<file path="config.mk">
export PLATFORM = sky130hd
export DESIGN_NAME = urx_core
export DESIGN_NICKNAME = d
export VERILOG_FILES = /design/src/rtl/urx_pkg.sv /design/src/rtl/urx_sync.sv /design/src/rtl/urx_sampler.sv /design/src/rtl/urx_framer.sv /design/src/rtl/urx_idle.sv /design/src/rtl/urx_core.sv
export SDC_FILE = /design/constraint.sdc
export NUM_CORES = 1
export LEC_CHECK = 0
export BUFFER_PORTS_ARGS = -buffer_cell sky130_fd_sc_hd__buf_2
export CAP_MARGIN = 20
export CORE_ASPECT_RATIO = 2
export CORE_MARGIN = 5
export CORE_UTILIZATION = 35
export DETAILED_ROUTE_END_ITERATION = 16
export HOLD_SLACK_MARGIN = 0.12
export PLACE_DENSITY = 0.6
export REMOVE_ABC_BUFFERS = 1
export SLEW_MARGIN = 20
export SYNTH_ARGS = -nofsm -noshare
export SYNTH_HDL_FRONTEND = slang
export SYNTH_SLANG_ARGS = --single-unit
</file>
<file path="constraint.sdc">
create_clock -name clk -period 3 [get_ports clk]
set_input_delay 0.6 -clock clk [delete_from_list [all_inputs] [get_ports clk]]
set_output_delay 0.6 -clock clk [all_outputs]
set_load 0.03 [all_outputs]
</file>
<file path="src/rtl/urx_pkg.sv">
package urx_pkg;
  localparam int OSR_W    = 5;
  localparam int OSR_MIN  = 3;
  localparam int CHAR_MAX = 10;
  localparam int BCNT_W   = $clog2(CHAR_MAX + 1);
  localparam int IDLE_W   = $clog2((CHAR_MAX + 2) * (1 << OSR_W) + 1);

  typedef enum logic [1:0] {ST_HUNT, ST_START, ST_BITS, ST_STOP} rx_state_t;

  // ratio actually used: values below the minimum are raised to it
  function automatic logic [OSR_W-1:0] eff_ratio(input logic [OSR_W-1:0] r);
    return (r < OSR_W'(OSR_MIN)) ? OSR_W'(OSR_MIN) : r;
  endfunction

  // centre tick index of a bit lasting r+1 ticks
  function automatic logic [OSR_W-1:0] mid_tick(input logic [OSR_W-1:0] r);
    logic [OSR_W:0] t;
    t = {1'b0, r} + 1'b1;
    return t[OSR_W:1];
  endfunction

  function automatic logic [BCNT_W-1:0] char_bits(input logic [1:0] f);
    case (f)
      2'd0:    return BCNT_W'(8);
      2'd1:    return BCNT_W'(9);
      default: return BCNT_W'(10);
    endcase
  endfunction

  // one character time in ticks: start + N bits + stop
  function automatic logic [IDLE_W-1:0] frame_ticks(input logic [1:0] f,
                                                    input logic [OSR_W-1:0] r);
    logic [IDLE_W-1:0] nb, pt;
    nb = IDLE_W'(char_bits(f)) + IDLE_W'(2);
    pt = IDLE_W'(r) + IDLE_W'(1);
    return nb * pt;
  endfunction

  function automatic logic maj3(input logic [2:0] s);
    return (s[0] & s[1]) | (s[0] & s[2]) | (s[1] & s[2]);
  endfunction

  function automatic logic disagree3(input logic [2:0] s);
    return !((s == 3'b000) || (s == 3'b111));
  endfunction
endpackage

</file>
<file path="src/rtl/urx_sync.sv">
module urx_sync #(
  parameter int STAGES = 2
) (
  input  logic clk,
  input  logic rst_n,
  input  logic d,
  output logic q
);
  logic [STAGES-1:0] sh;

  always_ff @(posedge clk or negedge rst_n) begin
    if (!rst_n) sh <= '1;
    else        sh <= {sh[STAGES-2:0], d};
  end

  assign q = sh[STAGES-1];
endmodule

</file>
<file path="src/rtl/urx_sampler.sv">
module urx_sampler
  import urx_pkg::*;
(
  input  logic             clk,
  input  logic             rst_n,
  input  logic             tick,
  input  logic             rx_s,
  input  logic             active,
  input  logic [OSR_W-1:0] ratio,
  output logic             vote_stb,
  output logic             vote,
  output logic             noisy
);
  logic [OSR_W-1:0] cnt, nxt, r_eff, half;
  logic             s_lo, s_mid;
  logic [2:0]       trio;

  assign r_eff = eff_ratio(ratio);
  assign half  = mid_tick(r_eff);
  assign nxt   = (cnt >= r_eff) ? '0 : cnt + 1'b1;

  always_ff @(posedge clk or negedge rst_n) begin
    if (!rst_n) begin
      cnt   <= '0;
      s_lo  <= 1'b1;
      s_mid <= 1'b1;
    end else if (!active) begin
      cnt <= '0;
    end else if (tick) begin
      cnt <= nxt;
      if (nxt == half - 1'b1) s_lo  <= rx_s;
      if (nxt == half)        s_mid <= rx_s;
    end
  end

  assign trio     = {rx_s, s_mid, s_lo};
  assign vote_stb = active && tick && (nxt == half + 1'b1);
  assign vote     = maj3(trio);
  assign noisy    = disagree3(trio);


  bit_wrap_chk: assert property (@(posedge clk) disable iff (!rst_n)
    active && tick && (cnt == r_eff) && $stable(ratio) |=> (cnt == '0));
endmodule

</file>
<file path="src/rtl/urx_framer.sv">
module urx_framer
  import urx_pkg::*;
(
  input  logic                clk,
  input  logic                rst_n,
  input  logic                tick,
  input  logic                rx_s,
  input  logic                rx_en,
  input  logic [1:0]          fmt,
  input  logic                par_en,
  input  logic                par_odd,
  input  logic                vote_stb,
  input  logic                vote,
  input  logic                noisy,
  output logic                busy,
  output logic                start_det,
  output logic                start_ok,
  output logic                char_done,
  output logic [CHAR_MAX-1:0] c_data,
  output logic                c_fe,
  output logic                c_pe,
  output logic                c_nf
);
  rx_state_t           st;
  logic [CHAR_MAX-1:0] shreg;
  logic [BCNT_W-1:0]   bitn, nbits;
  logic                nf_acc;

  assign nbits     = char_bits(fmt);
  assign busy      = (st != ST_HUNT);
  assign start_det = rx_en && (st == ST_HUNT) && tick && !rx_s;
  assign start_ok  = (st == ST_START) && vote_stb && !vote;
  assign char_done = (st == ST_STOP) && vote_stb;

  always_ff @(posedge clk or negedge rst_n) begin
    if (!rst_n) begin
      st     <= ST_HUNT;
      shreg  <= '0;
      bitn   <= '0;
      nf_acc <= 1'b0;
    end else if (!rx_en) begin
      st <= ST_HUNT;
    end else begin
      case (st)
        ST_HUNT: if (start_det) begin
          st     <= ST_START;
          shreg  <= '0;
          bitn   <= '0;
          nf_acc <= 1'b0;
        end
        ST_START: if (vote_stb) begin
          if (vote) st <= ST_HUNT;
          else begin
            st     <= ST_BITS;
            nf_acc <= noisy;
          end
        end
        ST_BITS: if (vote_stb) begin
          shreg[bitn] <= vote;
          nf_acc      <= nf_acc | noisy;
          if (bitn == nbits - 1'b1) st <= ST_STOP;
          else                      bitn <= bitn + 1'b1;
        end
        default: if (vote_stb) st <= ST_HUNT;
      endcase
    end
  end

  assign c_data = shreg;
  assign c_fe   = !vote;
  assign c_pe   = par_en && ((^shreg) != par_odd);
  assign c_nf   = nf_acc | noisy;


  hunt_when_off_chk: assert property (@(posedge clk) disable iff (!rst_n)
    !rx_en |=> (st == ST_HUNT));

  glitch_rehunt_chk: assert property (@(posedge clk) disable iff (!rst_n)
    (st == ST_START) && vote_stb && vote && rx_en |=> (st == ST_HUNT) && !char_done);
endmodule

</file>
<file path="src/rtl/urx_idle.sv">
module urx_idle
  import urx_pkg::*;
(
  input  logic             clk,
  input  logic             rst_n,
  input  logic             tick,
  input  logic             rx_s,
  input  logic             rx_en,
  input  logic             from_stop,
  input  logic [1:0]       fmt,
  input  logic [OSR_W-1:0] ratio,
  input  logic             start_det,
  input  logic             start_ok,
  input  logic             char_done,
  output logic             idle_set
);
  logic              armed;
  logic [IDLE_W-1:0] hcnt, limit;

  assign limit    = frame_ticks(fmt, eff_ratio(ratio));
  assign idle_set = armed && tick && rx_s && (hcnt == limit - 1'b1);

  always_ff @(posedge clk or negedge rst_n) begin
    if (!rst_n) begin
      armed <= 1'b0;
      hcnt  <= '0;
    end else if (!rx_en || start_det) begin
      armed <= 1'b0;
      hcnt  <= '0;
    end else begin
      if (idle_set)                        armed <= 1'b0;
      else if (from_stop ? char_done : start_ok) armed <= 1'b1;
      if (!armed || idle_set)              hcnt <= '0;
      else if (tick)                       hcnt <= rx_s ? hcnt + 1'b1 : '0;
    end
  end


  idle_once_chk: assert property (@(posedge clk) disable iff (!rst_n)
    idle_set |=> !armed);
endmodule

</file>
<file path="src/rtl/urx_core.sv">
module urx_core
  import urx_pkg::*;
(
  input  logic       clk,
  input  logic       rst_n,
  input  logic       os_tick,
  input  logic       rx_pin,
  input  logic       rx_en,
  input  logic [1:0] char_fmt,
  input  logic       par_en,
  input  logic       par_odd,
  input  logic [4:0] os_ratio,
  input  logic       idle_from_stop,
  input  logic       rd_stb,
  output logic [9:0] rx_data,
  output logic       data_full,
  output logic       err_overrun,
  output logic       err_noise,
  output logic       err_frame,
  output logic       err_parity,
  output logic       line_idle
);
  logic                rx_s, busy, vote_stb, vote, noisy;
  logic                start_det, start_ok, char_done, idle_set;
  logic [CHAR_MAX-1:0] c_data;
  logic                c_fe, c_pe, c_nf;

  urx_sync #(.STAGES(2)) u_sync (
    .clk(clk), .rst_n(rst_n), .d(rx_pin), .q(rx_s));

  urx_sampler u_smp (
    .clk(clk), .rst_n(rst_n), .tick(os_tick), .rx_s(rx_s), .active(busy),
    .ratio(os_ratio), .vote_stb(vote_stb), .vote(vote), .noisy(noisy));

  urx_framer u_frm (
    .clk(clk), .rst_n(rst_n), .tick(os_tick), .rx_s(rx_s), .rx_en(rx_en),
    .fmt(char_fmt), .par_en(par_en), .par_odd(par_odd),
    .vote_stb(vote_stb), .vote(vote), .noisy(noisy), .busy(busy),
    .start_det(start_det), .start_ok(start_ok), .char_done(char_done),
    .c_data(c_data), .c_fe(c_fe), .c_pe(c_pe), .c_nf(c_nf));

  urx_idle u_idle (
    .clk(clk), .rst_n(rst_n), .tick(os_tick), .rx_s(rx_s), .rx_en(rx_en),
    .from_stop(idle_from_stop), .fmt(char_fmt), .ratio(os_ratio),
    .start_det(start_det), .start_ok(start_ok), .char_done(char_done),
    .idle_set(idle_set));

  always_ff @(posedge clk or negedge rst_n) begin
    if (!rst_n) begin
      rx_data     <= '0;
      data_full   <= 1'b0;
      err_overrun <= 1'b0;
      err_noise   <= 1'b0;
      err_frame   <= 1'b0;
      err_parity  <= 1'b0;
      line_idle   <= 1'b0;
    end else begin
      if (rd_stb) begin
        data_full   <= 1'b0;
        err_overrun <= 1'b0;
        err_noise   <= 1'b0;
        err_frame   <= 1'b0;
        err_parity  <= 1'b0;
        line_idle   <= 1'b0;
      end
      if (char_done) begin
        if (data_full && !rd_stb) begin
          err_overrun <= 1'b1;
        end else begin
          rx_data    <= c_data;
          data_full  <= 1'b1;
          err_frame  <= c_fe;
          err_parity <= c_pe;
          err_noise  <= c_nf;
        end
      end
      if (idle_set) line_idle <= 1'b1;
    end
  end


  full_set_chk: assert property (@(posedge clk) disable iff (!rst_n)
    char_done && !data_full |=> data_full);

  overrun_keep_chk: assert property (@(posedge clk) disable iff (!rst_n)
    char_done && data_full && !rd_stb |=> err_overrun && $stable(rx_data) && $stable(err_frame));

  read_clear_chk: assert property (@(posedge clk) disable iff (!rst_n)
    rd_stb && !char_done |=> !data_full && !err_overrun && !err_noise && !err_frame && !err_parity);

  parity_en_chk: assert property (@(posedge clk) disable iff (!rst_n)
    $rose(err_parity) |-> $past(par_en));
endmodule

</file>
# --- After elaboration in Yosys (flattened, before gate mapping) ---
# Cells that the tools add are included.
classes:
  n_lt_le_gt_ge: 4
  n_mux: 53
  n_reduce_logical: 40
  addsub: 10
  bitwise: 7
  n_mul: 1
  eq_ne: 22
ops:
  columns: ["op", "count"]
  rows:
  - ["two-way mux 9 bit", 4]
  - ["two-way mux 1 bit", 26]
  - ["two-way mux 10 bit", 2]
  - ["two-way mux 5 bit", 4]
  - ["one-hot mux 10 bit (2 select lines)", 1]
  - ["equality test 5 bit", 3]
  - ["logical AND 1 bit", 14]
  - ["two-way mux 2 bit", 7]
  - ["adder 5 x 1 -> 6 bit, second input constant", 2]
  - ["two-way mux 4 bit", 3]
  - ["!= test 3 x 2 -> 1 bit, second input constant", 4]
  - ["adder 5 x 1 -> 5 bit, second input constant", 2]
  - ["bitwise mux 10 bit", 1]
  - ["AND reduction 5 bit", 2]
  - ["XOR reduction 10 bit", 1]
  - ["adder 9 x 1 -> 9 bit, second input constant", 1]
  - ["equality test 9 bit", 1]
  - ["multiplier 9 x 9 -> 9 bit", 1]
  - ["nonzero test 3 bit", 3]
  - ["subtractor 9 x 1 -> 9 bit, second input constant", 1]
  - ["one-hot mux 4 bit (2 select lines)", 1]
  - ["logical NOT 1 bit", 6]
  - ["!= test 2 x 1 -> 1 bit, second input constant", 3]
  - ["!= test 2 bit, second input constant", 3]
  - ["29 further kinds", 41]
word_totals:
  word_cells: 154
  output_inout_bits: 16
  reg_bits: 52
  inputBits: 16

# --- Logic depth before layout (Yosys ltp) ---
# Gate-level depths: netlist (run 1).
logic_depth:
  word_depth: 12
  depth_mapped: 21
  ltp_nobuf: 21

# --- Modules after synthesis ---
# Synthesis (run 1) repeated with hierarchy kept, for this count alone.
unflattened:
  cells_unflattened: 518
  hier_area_um2: 4680.7
by_module_without_submodules:
  columns: ["mod", "instances", "seq_area_each_um2", "cells_each", "area_per_inst_um2"]
  rows:
  - ["urx_idle", 1, 250.2, 179, 1584.0]
  - ["urx_framer", 1, 425.4, 149, 1290.0]
  - ["urx_sampler", 1, 177.7, 149, 1113.6]
  - ["urx_core", 1, 400.4, 39, 640.6]
  - ["urx_sync", 1, 52.6, 2, 52.6]

# --- Least setup slack after synthesis (run 1) ---
# No wires, ideal clock.
synth_path:
  kind: "input port to flip-flop"
  startpoint: "input os_ratio[4]"
  endpoint: "register u_idle.hcnt[0]"
  stages: 20
  arrival_time_ns: 5.113
  setup_ns: 0.142
  n_path_buf: 0
  path_slack_ns: -2.255
  t_required_ns: 2.858
  path_cell_list: "nor3_1 -> or2_2 -> ha_1 -> xnor2_1 -> clkinv_1 -> nor2_1 -> a21oi_1 -> ha_1 -> ha_1 -> inv_1 -> fa_1 -> inv_1 -> fa_1 -> xor2_1 -> nor4_1 -> nand3_1 -> nor4_1 -> o21ai_0 -> o211ai_1 -> nor2_1"
synth_between:
  elab_chain_cells: 10
  elab_cells_between_ends: 11
  cone_classes: "add/sub: 2; mul: 1; order compare: 1; eq/ne: 1; mux: 3; reduce/logical: 3"
synth_lines:
  columns: ["item", "line", "source"]
  rows:
  - ["start, declared", "urx_core.sv:12", "input logic [4:0] os_ratio,"]
  - ["< comparator 5 x 2 -> 1 bit", "urx_pkg.sv:12", "return (r < OSR_W'(OSR_MIN)) ? OSR_W'(OSR_MIN) : r;"]
  - ["two-way mux 5 bit *", "urx_pkg.sv:12", null]
  - ["adder 5 x 1 -> 6 bit *", "urx_pkg.sv:35", "pt = IDLE_W'(r) + IDLE_W'(1);"]
  - ["multiplier 9 x 9 -> 9 bit *", "urx_pkg.sv:36", "return nb * pt;"]
  - ["subtractor 9 x 1 -> 9 bit *", "urx_idle.sv:21", "assign idle_set = armed && tick && rx_s && (hcnt == limit - 1'b1);"]
  - ["equality test 9 bit *", "urx_idle.sv:21", null]
  - ["logical AND 1 bit *", "urx_idle.sv:21", null]
  - ["logical OR 1 bit *", "urx_idle.sv:33", "if (!armed || idle_set) hcnt <= '0;"]
  - ["two-way mux 9 bit", "urx_idle.sv:33", null]
  - ["two-way mux 9 bit", "urx_idle.sv:27", "end else if (!rx_en || start_det) begin"]
  - ["end signal, assigned", "urx_idle.sv:34", "else if (tick) hcnt <= rx_s ? hcnt + 1'b1 : '0;"]
  - ["end, declared", "urx_idle.sv:18", "logic [IDLE_W-1:0] hcnt, limit;"]
# Mark *: on every way between the ends. The rest lies on a longest branch, timed or not.
# A chain may end at the register's enable or synchronous reset.

# --- Worst setup path in the final report (run 1) ---
layout_path:
  startpoint: "input os_ratio[3]"
  endpoint: "register u_idle.hcnt[0]"
# Same word-level chain as after synthesis.

==> results of run 1 <==
## sequential cells by signal, indices dropped and copies added (netlist names), 2 cells and up
register,flops
u_sync.sh,2
u_frm.st,2
u_frm.bitn,4
u_frm.c_data,10
u_smp.cnt,5
rx_data,10
u_idle.hcnt,9
## per-layer routing
layer / GRT usage / up-vias
met5: 0 / -
met4: 0.0964 / 0
met3: 0.0218 / 35
met2: 0.336 / 98
met1: 0.172 / 2027
li1: - / 1963
## power by group
| group | total (mW) | internal [mW] | leakage (nW) | switching, mW |
|---|---|---|---|---|
| logic | 1.31 | 0.650 | 2.14 | 0.662 |
| clock network | 0.669 | 0.418 | 0.0871 | 0.251 |
| registers | 0.767 | 0.737 | 0.707 | 0.0309 |
| total | 2.75 | 1.80 | 2.93 | 0.944 |
## what timing repair did
item	4_1_cts	5_1_grt
pin swaps	58	44
buffers inserted	14	10
resized for setup	95	32
hold buffers	0	0
endpoints found under the setup margin	44	45
cloned	3	1
## per-stage QoR
step / hold WS [ns] / setup TNS (ns)
detailed placement: 0.349 / -56.44
global route: 0.368 / -41.97
floorplan: 0.304 / -59.40
CTS: 0.360 / -38.19
finish: 0.358 / -35.43
global placement: 0.350 / -52.36
## worst max path at each step
stage	startpoint	to	cells after the start
2_1_floorplan	os_ratio[4]	u_idle.hcnt[0]$_DFFE_PN0P_	20
3_3_place_gp	os_ratio[4]	u_idle.hcnt[3]$_DFFE_PN0P_	22
3_5_place_dp	os_ratio[4]	u_idle.hcnt[4]$_DFFE_PN0P_	20
4_1_cts	os_ratio[2]	u_idle.hcnt[6]$_DFFE_PN0P_	22
5_1_grt	os_ratio[3]	u_idle.hcnt[0]$_DFFE_PN0P_	21
6_report	os_ratio[3]	u_idle.hcnt[0]$_DFFE_PN0P_	21
## critical path: stages
cell	delay [ns]
buf_8	0.10
nor3_4	0.22
or2_4	0.17
ha_4	0.16
xnor2_2	0.14
clkinv_2	0.10
buf_6	0.16
nand2_1	0.10
fa_2	0.46
xor2_2	0.20
fa_1	0.57
ha_4	0.23
a21o_1	0.18
a21oi_4	0.20
buf_6	0.12
o21bai_2	0.07
a21oi_2	0.20
xnor2_2	0.11
o211ai_1	0.25
buf_2	0.20
nor2_1	0.05
## final cells by class
type	instances	area (um2)
clock buffers	6	139
clock inverters	2	38.8
fillers	1166	6630
inverters	34	131
multi-input cells	393	3560
flip-flops and latches	52	1310
well taps	152	190
repair buffers	123	998
## cells in the final DEF (no fill, tap or decap), types with 7 or more instances in the layout
master    instances
nand2b_1         11
buf_2            30
dfrtp_1          48
mux2i_1          17
nand3_1          11
nand4_1           7
xnor2_2           7
ha_1             29
buf_6            18
inv_1            27
nor3_1           10
nand2_1          49
xor2_1            8
nor4_4            8
nor2_1           31
buf_4            68
a21oi_1          14
o21ai_0          16
mux2_4           11
xnor2_1          21
and3_1           10
fa_1              9
## cell families (layout without fill, tap and decap cells)
logic type / count (synthesis) / after routing / share of synthesized area
fa+ha+maj: 49 / 49 / 0.152
xor+xnor: 43 / 43 / 0.0912
mux: 33 / 33 / 0.0817
buf+inv: 51 / 165 / 0.0487
flops: 52 / 52 / 0.284
compound gates: 88 / 88 / 0.134
simple gates: 179 / 179 / 0.207
other cells: 1 / 1 / 0.000816
==> impl_metrics.toml, run 1 <==
[outcome]
outcome = "complete, but fails checks"
violations = "negative setup slack"

[worst_setup_path]
r2r_end = "rx_data[6]$_DFFE_PN0P_"
regToRegStartpoint = "u_smp.cnt[0]$_DFFE_PN0P_"
worst-endpoint-required_ns = 3.19
cp_data_arrival_time_ns = 4.61
timing.critical_path.fanout_max = 9
criticalPathCategory = "in -> reg"
worst_setup_path_end_kind = "register"
reg2regPathDepth = 10
regToRegSetupSlack_ns = -0.11
startpoint_type = "primary input"

[synth]
postSynthCellCount = 496
yosysWarnings = 0
synth_largest_type_area_fraction = 0.261
ys_seq_area_frac = 0.284
synthTopCellsByArea = "dfrtp_1 26%, ha_1 9.8%, fa_1 5.2%"
synth_area_per_cell_um2 = 9.27
asyncSetResetFlopFracSynth = 1.00
synth_flop_cell = "dfrtp_1"
synth_top_cells_by_count = "51 x nand2_1, 48 x dfrtp_1, 36 x ha_1, 36 x nor2_1, 32 x inv_1"
number_of_flops_mapped_to_enable_cells_by_yosys = 0
syn-cell-area_mm2 = 0.00460
most_instantiated_library_cell_after_synthesis = "nand2_1"
synth.largest_area_cell = "dfrtp_1"
synth.ff_latch_count = 52
synth.distinct_cells = 75

[layout]
total_number_of_nets_in_the_final_design = 673
area_growth_syn_to_layout_pct = 38.5
finish.cell_count_without_fillers = 762
num_antenna_cells = 0
final_design_area_no_fill_mm2 = 0.00636
layout.core_utilization = 0.490
post_route_cells_drive_above_1_share = 0.382

[sta]
final-max-slew-violation-count = 0
worstMarginPinSlew_ns = 0.764
post-route-min-period_ns = 4.42
fmaxAchievable_mhz = 226
fin_crit_sh = 1.47
setup_viol = 44
timing.clock.skew_ns = 0.00972
final_hold_viol_count = 0
post-route-worst-setup-slack_ns = -1.42
timing.max_slew.rel_slack = 0.491
grt_setup_unrepaired = "yes"

[global_routing]
track_usage = 0.172
grt-ovfl-total = 0
first_global_vias = 4643
grt_first_pass_wirelength_mm = 22.1
grt_max_degree = 34
antenna_found_initial = 0

[route]
via_count = 4123
route.detailed.vias_per_inst = 5.41
dr_wl_met2_mm = 7.59
final_ant_viol_nets = 0
wl_met3_um = 366
post-route-drc-count = 0
top_signal_layer_used = "met4"
routed_metal_1_wirelength_mm = 4.68
routed_wire_length_per_instance_um = 17.5
totalWireLength_mm = 13.3
drt_first_iter_violations = 177
drt_first_pass_iters = 4

[cts]
cts_htree_levels = 2
root_buffer = "clkbuf_16"
cts_num_sinks = 52
cts-buffers-inserted = 5
clk_path_buf_depth = 2
insertion_delay_ns = 0.29
tritoncts = "done"
clk_transition_reported_paths_ns = 0.07

[power]
vdd_drop_max_uv = 399
p_per_area_mw_per_mm2 = 432
static-leakage-power_nw = 2.93
total_power_mw = 2.75

[die]
core_area_mm2 = 0.0130
die_w_um = 91.0
die_h_um = 172
initial_core_util = 0.354
top_level_ports = 32
die-area_mm2 = 0.0157
num_rows = 59

[min_path]
min_delay_path_depth = 0
timing.hold.worst.class = "reg -> reg"
holdPathEnd = "u_sync.sh[1]$_DFF_PN1_"
hold_path_startpoint = "u_sync.sh[0]$_DFF_PN1_"

[run]
cap_viol_max_count = 0

[place]
total_instance_count_after_detailed_placement = 732
placement.cell_area_mm2 = 0.00541
port-buffer-count = 31
place_congestion = 0.863
dp.final_hpwl_mm = 9.73
pre_cts_setup_slack_ns = -2.14
(Power assumes the default switching activity.)
==> run 2: changes to the inputs <==
--- a/config.mk
+++ b/config.mk
@@ -14,6 +14,7 @@
 export HOLD_SLACK_MARGIN = 0.12
 export PLACE_DENSITY = 0.6
 export REMOVE_ABC_BUFFERS = 1
+export SETUP_SLACK_MARGIN = 0.2
 export SLEW_MARGIN = 20
 export SYNTH_ARGS = -nofsm -noshare
 export SYNTH_HDL_FRONTEND = slang
==> run 2 against run 1 <==
Effect of this change:
- the flow still finishes with violations (negative setup slack)
- register-to-register slack improved by 0.08 ns
- clock skew about the same
- clock-buffer cell count unchanged
- design area decreased by 0.18%
- routed wire length decreased by 1.2%
- global-route usage unchanged
- maximum frequency decreased by 0.61%
- die area unchanged
- sequential power about the same
- via count increased by 0.63%
==> impl_metrics.toml, run 2 (same netlist as run 1, synthesis figures left out) <==
[route]
drt_first_iter_violations = 169
routed_metal_1_wirelength_mm = 4.56
totalWireLength_mm = 13.2
drt_first_pass_iters = 5
routed_wire_length_per_instance_um = 17.3
final_ant_viol_nets = 0
top_signal_layer_used = "met4"
route.detailed.vias_per_inst = 5.46
dr_wl_met2_mm = 7.42
wl_met3_um = 472
post-route-drc-count = 0
via_count = 4149

[die]
top_level_ports = 32
core_area_mm2 = 0.0130
num_rows = 59
die-area_mm2 = 0.0157
die_w_um = 91.0
die_h_um = 172
initial_core_util = 0.354

[cts]
cts_num_sinks = 52
cts_htree_levels = 2
insertion_delay_ns = 0.29
clk_transition_reported_paths_ns = 0.07
root_buffer = "clkbuf_16"
clk_path_buf_depth = 2
tritoncts = "done"
cts-buffers-inserted = 5

[outcome]
violations = "negative setup slack"
outcome = "complete, but fails checks"

[global_routing]
grt_max_degree = 34
grt-ovfl-total = 0
first_global_vias = 4642
track_usage = 0.172
antenna_found_initial = 0
grt_first_pass_wirelength_mm = 22.1

[run]
cap_viol_max_count = 0

[layout]
ff_latch_area_mm2 = 0.00131
layout_commonest_cell = "buf_4"
area_of_the_multi_input_gates_mm2 = 0.00355
fill_cell_instance_count_of_the_final_layout = 1176
area_growth_syn_to_layout_pct = 38.2
num_antenna_cells = 0
most_frequent_cells_in_the_layout = "64 x buf_4, 49 x nand2_1, 48 x dfrtp_1"
total_number_of_nets_in_the_final_design = 671
post_route_cells_drive_above_1_share = 0.372
final_design_area_no_fill_mm2 = 0.00635

[sta]
timing.clock.skew_ns = 0.00925
final-max-slew-violation-count = 0
grt_setup_unrepaired = "yes"
post-route-min-period_ns = 4.45
fmaxAchievable_mhz = 225
worstMarginPinSlew_ns = 0.768
setup_viol = 44
timing.max_slew.rel_slack = 0.488
post-route-worst-setup-slack_ns = -1.45
fin_crit_sh = 1.48
final_hold_viol_count = 0

[min_path]
min_delay_path_depth = 0
timing.hold.worst.class = "reg -> reg"

[worst_setup_path]
criticalPathCategory = "in -> reg"
worst-endpoint-required_ns = 3.18
reg2regPathDepth = 10
startpoint_type = "primary input"
timing.critical_path.cells = "buf_8 -> nor3_4 -> or2_4 -> ha_4 -> nand3_4 -> xnor2_2 -> buf_4 -> buf_6 -> nand2_2 -> fa_1 -> xor2_2 -> fa_1 -> ha_4 -> a21o_1 -> a21oi_4 -> buf_6 -> o21bai_1 -> a21oi_2 -> xnor2_2 -> o211ai_1 -> buf_4 -> nor2_1"
largest_stage_delay_on_the_critical_path_ns = 0.57
worst_setup_path_end_kind = "register"
timing.critical_path.fanout_max = 5
crit_slowest_cell = "fa_1"
cp_data_arrival_time_ns = 4.63

[power]
internal_power_mw = 1.80
sw_frac_of_total = 0.343
p_per_area_mw_per_mm2 = 432
combinational_power_share = 0.476
static-leakage-power_nw = 2.92
vdd_drop_max_uv = 401
total_power_mw = 2.74
power.share.sequential = 0.280
clockPowerShare = 0.245
power.switching_uw = 942

[place]
place_congestion = 0.863
dp.final_hpwl_mm = 9.73
port-buffer-count = 31
placement.cell_area_mm2 = 0.00541
run 2: power by group through the flow:
stage	combinational, mW	clock (mW)	sequential [mW]
2_1_floorplan	0.610	0	0.771
3_3_place_gp	0.922	0	0.777
3_5_place_dp	0.945	0	0.779
4_1_cts	1.22	0.686	0.766
5_1_grt	1.43	0.713	0.771
6_report	1.30	0.671	0.767
run 2: path summary, 6_finish.rpt:
kind / start / to / slack (ns)
max: os_ratio[3] / u_idle.hcnt[4]$_DFFE_PN0P_ / -1.45
min: u_sync.sh[0]$_DFF_PN1_ / u_sync.sh[1]$_DFF_PN1_ / 0.36
max reg2reg: u_smp.cnt[0]$_DFFE_PN0P_ / rx_data[9]$_DFFE_PN0P_ / -0.03
min reg2reg: u_sync.sh[0]$_DFF_PN1_ / u_sync.sh[1]$_DFF_PN1_ / 0.36
max in group asynchronous: rst_n / u_sync.sh[1]$_DFF_PN1_ / 1.86
min in group asynchronous: rst_n / rx_data[6]$_DFFE_PN0P_ / 0.38
run 2: stage by stage:
| stage | cells | hold slack, ns | setup slack (ns) | utilization | TNS [ns] |
|---|---|---|---|---|---|
| floorplan | 479 | 0.304 | -2.25 | - | -59.40 |
| global placement | 732 | 0.350 | -1.96 | 0.416 | -52.36 |
| detailed placement | 732 | 0.349 | -2.14 | 0.416 | -56.44 |
| CTS | 757 | 0.360 | -1.46 | 0.477 | -38.19 |
| global route | 760 | 0.368 | -1.59 | 0.489 | -47.12 |
| finish | 760 | 0.358 | -1.45 | 0.489 | -41.07 |
run 2: repair_timing:
item	in CTS	in global routing
pin swaps	59	19
resized for setup	96	25
endpoints found under the hold margin	0	0
buffers inserted	14	3
hold buffers	0	0
endpoints found under the setup margin	45	45
gates cloned	3	0
run 2: routing by layer:
layer  track usage  vias to the layer above
met5             0                        -
met4        0.0964                        0
met3        0.0218                       43
met2         0.336                      114
met1         0.172                     2026
li1              -                     1966
run 2: critical path, delay by kind of cell:
| family | cells | cell delay [ns] |
|---|---|---|
| xor+xnor | 3 | 0.43 |
| compound gates | 5 | 0.92 |
| simple gates | 5 | 0.56 |
| fa+ha+maj | 4 | 1.46 |
| buf+inv | 5 | 0.65 |
run 2: final cells by class:
cell class / instances / area share
Multi-Input combinational cell: 393 / 0.559
Sequential cell: 52 / 0.206
Timing Repair Buffer: 121 / 0.156
Tap cell: 152 / 0.0299
Clock buffer: 6 / 0.0219
Inverter: 34 / 0.0207
Clock inverter: 2 / 0.00610
